**config.mk**
```make
export PLATFORM = sky130hd
export DESIGN_NAME = cfgdma_engine
export DESIGN_NICKNAME = d
export VERILOG_FILES = /design/src/rtl/cfgdma_pkg.sv /design/src/rtl/cfgdma_ptr_reg.sv /design/src/rtl/cfgdma_cursor.sv /design/src/rtl/cfgdma_desc_sreg.sv /design/src/rtl/cfgdma_engine.sv
export SDC_FILE = /design/constraint.sdc
export NUM_CORES = 1
export LEC_CHECK = 0
export BUFFER_PORTS_ARGS = -buffer_cell sky130_fd_sc_hd__buf_2
export CORE_UTILIZATION = 35
export CTS_BUF_LIST = sky130_fd_sc_hd__clkbuf_8
export DETAILED_ROUTE_END_ITERATION = 8
export GPL_ROUTABILITY_DRIVEN = 0
export SYNTH_ARGS = -nofsm -noshare
export SYNTH_HDL_FRONTEND = slang
export SYNTH_SLANG_ARGS = --single-unit
```
**constraint.sdc**
```tcl
create_clock -name clk -period 9.73 [get_ports clk]
set_input_delay 1.4595 -clock clk [delete_from_list [all_inputs] [get_ports clk]]
set_output_delay 1.4595 -clock clk [all_outputs]
set_load 0.01 [all_outputs]
```
**src/rtl/cfgdma_pkg.sv**
```systemverilog
package cfgdma_pkg;
  localparam logic [63:0] CFGDMA_SIGNATURE = 64'h51454D5520434647;
  localparam int DESC_BYTES   = 16;
  localparam int STATUS_BYTES = 4;
  localparam int CNT_W        = 32;

  // control word bit positions
  localparam int CB_ERR  = 0;
  localparam int CB_READ = 1;
  localparam int CB_SKIP = 2;
  localparam int CB_SEL  = 3;

  typedef enum logic [2:0] {
    ST_IDLE,
    ST_FETCH,
    ST_DECODE,
    ST_EXEC,
    ST_COPY,
    ST_STATUS
  } eng_st_e;
endpackage

```
**src/rtl/cfgdma_ptr_reg.sv**
```systemverilog
module cfgdma_ptr_reg #(
  parameter int ADDR_W = 64
) (
  input  logic              clk,
  input  logic              rst_n,
  input  logic              wr_en,
  input  logic              wr_wide,
  input  logic              wr_low,
  input  logic [ADDR_W-1:0] wdata,
  input  logic              clr,
  output logic [ADDR_W-1:0] ptr,
  output logic              start
);
  localparam int HALF = ADDR_W / 2;

  always_ff @(posedge clk or negedge rst_n) begin
    if (!rst_n) begin
      ptr <= '0;
    end else if (clr) begin
      ptr <= '0;
    end else if (wr_en) begin
      if (wr_wide)     ptr                 <= wdata;
      else if (wr_low) ptr[HALF-1:0]       <= wdata[HALF-1:0];
      else             ptr[ADDR_W-1:HALF]  <= wdata[HALF-1:0];
    end
  end

  assign start = wr_en && (wr_wide || wr_low);
endmodule

```
**src/rtl/cfgdma_cursor.sv**
```systemverilog
module cfgdma_cursor #(
  parameter int KEY_W = 16,
  parameter int OFF_W = 32
) (
  input  logic             clk,
  input  logic             rst_n,
  input  logic             set_en,
  input  logic [KEY_W-1:0] set_key,
  input  logic             adv_en,
  input  logic [OFF_W-1:0] adv_amt,
  output logic [KEY_W-1:0] key,
  output logic [OFF_W-1:0] off
);
  always_ff @(posedge clk or negedge rst_n) begin
    if (!rst_n) begin
      key <= '0;
      off <= '0;
    end else if (set_en) begin
      key <= set_key;
      off <= '0;
    end else if (adv_en) begin
      off <= off + adv_amt;
    end
  end
endmodule

```
**src/rtl/cfgdma_desc_sreg.sv**
```systemverilog
module cfgdma_desc_sreg #(
  parameter int NBYTES = 16
) (
  input  logic                clk,
  input  logic                rst_n,
  input  logic                shift_en,
  input  logic [7:0]          din,
  output logic [NBYTES*8-1:0] dout
);
  localparam int W = NBYTES * 8;

  always_ff @(posedge clk or negedge rst_n) begin
    if (!rst_n)        dout <= '0;
    else if (shift_en) dout <= {dout[W-9:0], din};
  end
endmodule

```
**src/rtl/cfgdma_engine.sv**
```systemverilog
module cfgdma_engine
  import cfgdma_pkg::*;
#(
  parameter int ADDR_W = 64,
  parameter int KEY_W  = 16,
  parameter int OFF_W  = 32
) (
  input  logic              clk,
  input  logic              rst_n,
  input  logic              host_wr_valid,
  input  logic              host_wr_wide,
  input  logic              host_wr_low,
  input  logic [ADDR_W-1:0] host_wr_data,
  output logic [63:0]       host_rd_data,
  input  logic              host_sel_valid,
  input  logic [KEY_W-1:0]  host_sel_key,
  output logic [KEY_W-1:0]  item_key,
  output logic [OFF_W-1:0]  item_off,
  input  logic [OFF_W-1:0]  item_len,
  input  logic [7:0]        item_byte,
  output logic              mem_req_valid,
  input  logic              mem_req_ready,
  output logic              mem_req_write,
  output logic [ADDR_W-1:0] mem_req_addr,
  output logic [7:0]        mem_req_wdata,
  input  logic              mem_rsp_valid,
  input  logic [7:0]        mem_rsp_data,
  input  logic              mem_rsp_err,
  output logic              busy,
  output logic [ADDR_W-1:0] dma_ptr
);
  localparam int DESC_W = DESC_BYTES * 8;

  eng_st_e            st;
  logic [CNT_W-1:0]   idx;
  logic               pend;
  logic               err;
  logic               trig;
  logic               ptr_clr;
  logic [DESC_W-1:0]  desc;
  logic [31:0]        ctrl;
  logic [31:0]        len;
  logic [ADDR_W-1:0]  tgt;
  logic               bad_ctrl;
  logic               do_read;
  logic               rsp_take;
  logic               req_acc;
  logic               sel_en;
  logic [KEY_W-1:0]   sel_key;
  logic               adv_en;
  logic [OFF_W-1:0]   adv_amt;
  logic               in_range;
  logic               unused_ctrl_err;

  assign host_rd_data = CFGDMA_SIGNATURE;
  assign busy         = (st != ST_IDLE);

  // descriptor fields, big-endian in memory
  assign ctrl     = desc[DESC_W-1 -: 32];
  assign len      = desc[DESC_W-33 -: 32];
  assign tgt      = desc[ADDR_W-1:0];
  assign bad_ctrl = (ctrl[15:4] != '0);
  assign do_read  = ctrl[CB_READ];
  assign unused_ctrl_err = ctrl[CB_ERR];

  assign rsp_take = pend && mem_rsp_valid;
  assign req_acc  = mem_req_valid && mem_req_ready;
  assign in_range = (item_off < item_len);

  cfgdma_ptr_reg #(.ADDR_W(ADDR_W)) u_ptr (
    .clk     (clk),
    .rst_n   (rst_n),
    .wr_en   (host_wr_valid && !busy),
    .wr_wide (host_wr_wide),
    .wr_low  (host_wr_low),
    .wdata   (host_wr_data),
    .clr     (ptr_clr),
    .ptr     (dma_ptr),
    .start   (trig)
  );

  cfgdma_desc_sreg #(.NBYTES(DESC_BYTES)) u_desc (
    .clk      (clk),
    .rst_n    (rst_n),
    .shift_en (st == ST_FETCH && rsp_take && !mem_rsp_err),
    .din      (mem_rsp_data),
    .dout     (desc)
  );

  always_comb begin
    sel_en  = 1'b0;
    sel_key = host_sel_key;
    if (st == ST_DECODE) begin
      sel_en  = !bad_ctrl && ctrl[CB_SEL];
      sel_key = ctrl[16 +: KEY_W];
    end else if (!busy) begin
      sel_en  = host_sel_valid;
    end
  end

  always_comb begin
    adv_en  = 1'b0;
    adv_amt = OFF_W'(1);
    if (st == ST_EXEC) begin
      adv_en  = !do_read && ctrl[CB_SKIP];
      adv_amt = OFF_W'(len);
    end else if (st == ST_COPY) begin
      adv_en  = req_acc;
    end
  end

  cfgdma_cursor #(.KEY_W(KEY_W), .OFF_W(OFF_W)) u_cur (
    .clk     (clk),
    .rst_n   (rst_n),
    .set_en  (sel_en),
    .set_key (sel_key),
    .adv_en  (adv_en),
    .adv_amt (adv_amt),
    .key     (item_key),
    .off     (item_off)
  );

  // request channel
  always_comb begin
    mem_req_valid = 1'b0;
    mem_req_write = 1'b0;
    mem_req_addr  = dma_ptr + ADDR_W'(idx);
    mem_req_wdata = 8'h00;
    case (st)
      ST_FETCH:  mem_req_valid = !pend;
      ST_COPY: begin
        mem_req_valid = !pend;
        mem_req_write = 1'b1;
        mem_req_addr  = tgt + ADDR_W'(idx);
        mem_req_wdata = in_range ? item_byte : 8'h00;
      end
      ST_STATUS: begin
        mem_req_valid = !pend;
        mem_req_write = 1'b1;
        mem_req_wdata = (idx == CNT_W'(STATUS_BYTES-1)) ? {7'd0, err} : 8'h00;
      end
      default: ;
    endcase
  end

  assign ptr_clr = (st == ST_STATUS) && rsp_take && (idx == CNT_W'(STATUS_BYTES-1));

  always_ff @(posedge clk or negedge rst_n) begin
    if (!rst_n) begin
      st   <= ST_IDLE;
      idx  <= '0;
      pend <= 1'b0;
      err  <= 1'b0;
    end else begin
      if (req_acc) pend <= 1'b1;
      case (st)
        ST_IDLE: begin
          err  <= 1'b0;
          idx  <= '0;
          pend <= 1'b0;
          if (trig) st <= ST_FETCH;
        end
        ST_FETCH: if (rsp_take) begin
          pend <= 1'b0;
          if (mem_rsp_err) begin
            err <= 1'b1;
            idx <= '0;
            st  <= ST_STATUS;
          end else if (idx == CNT_W'(DESC_BYTES-1)) begin
            idx <= '0;
            st  <= ST_DECODE;
          end else begin
            idx <= idx + 1'b1;
          end
        end
        ST_DECODE: begin
          if (bad_ctrl) begin
            err <= 1'b1;
            st  <= ST_STATUS;
          end else begin
            st  <= ST_EXEC;
          end
        end
        ST_EXEC: begin
          idx <= '0;
          st  <= (do_read && len != '0) ? ST_COPY : ST_STATUS;
        end
        ST_COPY: if (rsp_take) begin
          pend <= 1'b0;
          if (mem_rsp_err) begin
            err <= 1'b1;
            idx <= '0;
            st  <= ST_STATUS;
          end else if (idx == len - 1'b1) begin
            idx <= '0;
            st  <= ST_STATUS;
          end else begin
            idx <= idx + 1'b1;
          end
        end
        ST_STATUS: if (rsp_take) begin
          pend <= 1'b0;
          if (idx == CNT_W'(STATUS_BYTES-1)) begin
            idx <= '0;
            st  <= ST_IDLE;
          end else begin
            idx <= idx + 1'b1;
          end
        end
        default: st <= ST_IDLE;
      endcase
    end
  end
endmodule

```
==> summary.txt <==
Timing
  – Skew final: 0.0460 ns
  – Count of endpoints failing setup in the final report: 0
  – Setup TNS: 0 ns
  – RSZ-0062 raised after global routing: false
  – Crit share post-route: 71.7%
  – Slew Limit Fails: 0
  – Max Clock Freq: 143 MHz
  – Worst slew pin tran: 1.15 ns
  – Setup ws final: 2.75 ns
  – Clock period minus final worst setup slack: 6.98 ns
  – Hold violation count in the final report: 0
  – Relative max-transition margin: 23.4%

Detailed routing
  – Number of DRC violations after detailed routing: 0
  – Remaining number of nets flagged by the antenna check after routing: 0
  – First DRT Iteration DRCs: 1409
  – Routed Wire Length: 60500 um
  – Number of search-and-repair iterations in the first detailed-routing pass: 6
  – Total number of vias: 16600
  – Vias per std cell: 5.34
  – Wire length per cell: 19.4 um

Placement
  – Placed Instances: 3033
  – Number of buffers inserted by port buffering: 323
  – Instance area after placement: 21200 um2
  – DP HPWL: 46400 um
  – Placement-stage worst setup slack: 3.48 ns

Power
  – Static leakage: 0.0114 uW
  – Final Total Pwr: 5040 uW
  – Total power density per cell area: 228 nW/um2
  – Max VDD drop: 0.000181 V

Die
  – Floorplan die area: 55600 um2
  – Top-level port count: 388
  – Initial cell density of the core: 35.5%
  – Standard-cell rows: 85
  – Height of the die: 236 um
  – Width of the chip: 236 um
  – Core Box Area: 53900 um2

Min path
  – Min-Delay Path Class: reg -> reg

Setup path
  – Highest-delay cell along the critical path: sky130_fd_sc_hd__o2111ai_1
  – Ordered list of cells on the worst path: or3b_4 > nand2_1 > nand2_1 > ha_1 > fa_1 > a211oi_1 > nor2_1 > o31a_1 > a31oi_1 > o21ai_0 > o2111ai_1 > a211oi_1 > buf_4 > nand4_1 > xor2_1 > buf_2
  – Critical path buffer and inverter count: 2
  – Required time worst endpoint: 8.27 ns
  – Data arrival time of the worst path: 5.52 ns
  – Crit path largest cell delay: 0.78 ns
  – Largest fanout of any net on the critical path: 28
  – Type of destination of the critical path: output pin
  – Cell class contributing the biggest share of worst-path delay: compound AO/OA/AOI/OAI gates
  – Startpoint class of the critical path: flop
  – Type of the setup path with the least slack: reg -> out

Synthesis
  – Main flop type after synthesis: sky130_fd_sc_hd__dfrtp_1
  – Count of flip-flops with a built-in enable after synthesis: 0
  – Count of distinct cell types in the synthesized netlist: 81
  – Instance count of the mapped netlist: 2093
  – Synthesized flop and latch total: 277
  – Fraction of synthesis flops using an asynchronous set or reset pin: 100%
  – Post-synthesis sequential area ratio: 36.2%
  – Mean post-synth cell area: 9.14 um2
  – Post-synthesis instance area: 19100 um2
  – Synth warnings: 0

Clocking
  – Master cell of the clock root buffer: sky130_fd_sc_hd__clkbuf_8
  – CTS tree: yes
  – TritonCTS buffer count: 49
  – Largest buffer count on any clock path: 3
  – Post_cts resized: 0
  – Clock-pin transition on the worst setup and hold timing paths: 0.06 ns
  – Deepest level of the CTS H-tree: 2
  – Worst-skew pair later-pin latency: 0.64 ns
  – Post CTS Setup Buffer Count: 0
  – Sink count of the clock tree: 277
  – Number of buffers inserted for hold repair after clock tree synthesis: 0

Cells and area
  – Post-layout nets: 2623
  – Ratio of cells with drive above 1 in the final layout: 23.6%
  – Non-filler instance count after layout: 3117
  – Synthesis-to-finish area growth: 15.6%
  – Post-route cell area: 22100 um2

Global routing
  – Global route total overflow: 0
  – Global-route wire length before repair: 92300 um
  – Initial antenna violation count: 2
  – Number of global-route vias before repair: 16000
  – Largest net degree at the start of global routing: 89
  – Total Routing Usage GR: 21.1%

Outcome
  – Result of the run: complete, no violations

Job
  – Max-capacitance violation count: 0
==> power breakdown <==
part	switching [uW]	total (uW)	internal, uW
Clock	502	1100	599
Sequential	384	1780	1400
Combinational	1310	2160	853
==> metal layers <==
metal	share of wire (%)	track usage [%]
met5	0.021	0
met4	3.4	8.12
met3	6.7	3.78
met2	46	34.3
met1	44	27.9
==> cell usage in the layout, fill, tap and decap left out, types with 27 or more instances in the layout <==
cell and instances:
sky130_fd_sc_hd__nor3_1 27, sky130_fd_sc_hd__ha_1 96, sky130_fd_sc_hd__nor2_1 213, sky130_fd_sc_hd__a21o_1 48, sky130_fd_sc_hd__a21oi_1 116, sky130_fd_sc_hd__xnor2_1 90
sky130_fd_sc_hd__nand3_1 61, sky130_fd_sc_hd__conb_1 64, sky130_fd_sc_hd__buf_2 322, sky130_fd_sc_hd__clkbuf_8 59, sky130_fd_sc_hd__mux2_2 126, sky130_fd_sc_hd__and2_1 44
sky130_fd_sc_hd__xor2_1 72, sky130_fd_sc_hd__inv_1 73, sky130_fd_sc_hd__dfrtp_1 277, sky130_fd_sc_hd__mux2i_1 114, sky130_fd_sc_hd__nand2_1 229, sky130_fd_sc_hd__o21ai_0 54
==> area by class of cell <==
type,count,area (um2)
antenna,1,2.50
clock buffer,59,812
clock inverter,24,163
fill,5319,31800
inverter,57,214
multi-input combinational,1663,11400
sequential,277,6930
tap,696,871
timing repair buffer,340,1750
==> cell families after synthesis <==
group / synth area share, %
simple gates: 18.5
xor+xnor: 7.50
buf+inv: 5.69
other cells: 0.0392
compound gates: 12.2
fa+ha+maj: 6.49
flops: 36.2
mux: 13.4
==> metrics by stage <==
| stage | utilization, % | hold WS, ns |
|---|---|---|
| final | 41.0 | 0.507 |
| after floorplan | - | 0.463 |
| after global placement | 39.2 | 0.491 |
| after global routing | 41.0 | 0.527 |
| after CTS | 41.0 | 0.508 |
| after detailed placement | 39.2 | 0.498 |
==> flip-flops by register name (all words and copies together) (netlist names) <==
signal / cells
u_cur.key: 16
u_ptr.ptr: 64
st: 3
err: 1
idx: 32
u_desc.dout: 128
u_cur.off: 32
pend: 1
==> cells in the mapped netlist, types with 21 or more instances <==
cell type	n	area, um2
sky130_fd_sc_hd__a21o_1	48	360
sky130_fd_sc_hd__a21oi_1	116	581
sky130_fd_sc_hd__and2_1	44	275
sky130_fd_sc_hd__buf_4	64	480
sky130_fd_sc_hd__clkbuf_1	77	289
sky130_fd_sc_hd__dfrtp_1	277	6930
sky130_fd_sc_hd__ha_1	96	1200
sky130_fd_sc_hd__inv_1	57	214
sky130_fd_sc_hd__mux2_2	126	1420
sky130_fd_sc_hd__mux2i_1	114	1140
sky130_fd_sc_hd__nand2_1	229	860
sky130_fd_sc_hd__nand3_1	62	310
sky130_fd_sc_hd__nand4_1	25	156
sky130_fd_sc_hd__nor2_1	214	803
sky130_fd_sc_hd__nor3_1	28	140
sky130_fd_sc_hd__nor4_1	21	131
sky130_fd_sc_hd__o21ai_0	54	270
sky130_fd_sc_hd__xnor2_1	90	788
sky130_fd_sc_hd__xor2_1	72	631
==> final timing paths <==
check                      slack (ns)  depth (start not counted)          endpoint              from
min in group asynchronous        0.85                          1    u_desc.dout[2]             rst_n
setup reg to reg                 5.46                         13     u_cur.off[31]             st[1]
hold reg to reg                  0.51                          1  u_desc.dout[120]  u_desc.dout[120]
setup / recovery                 2.75                         16  mem_req_addr[46]             st[1]
max in group asynchronous        7.38                          2  u_desc.dout[123]             rst_n
hold / removal                   0.51                          1  u_desc.dout[120]  u_desc.dout[120]
Note: power is estimated with default switching activity, not from simulation.
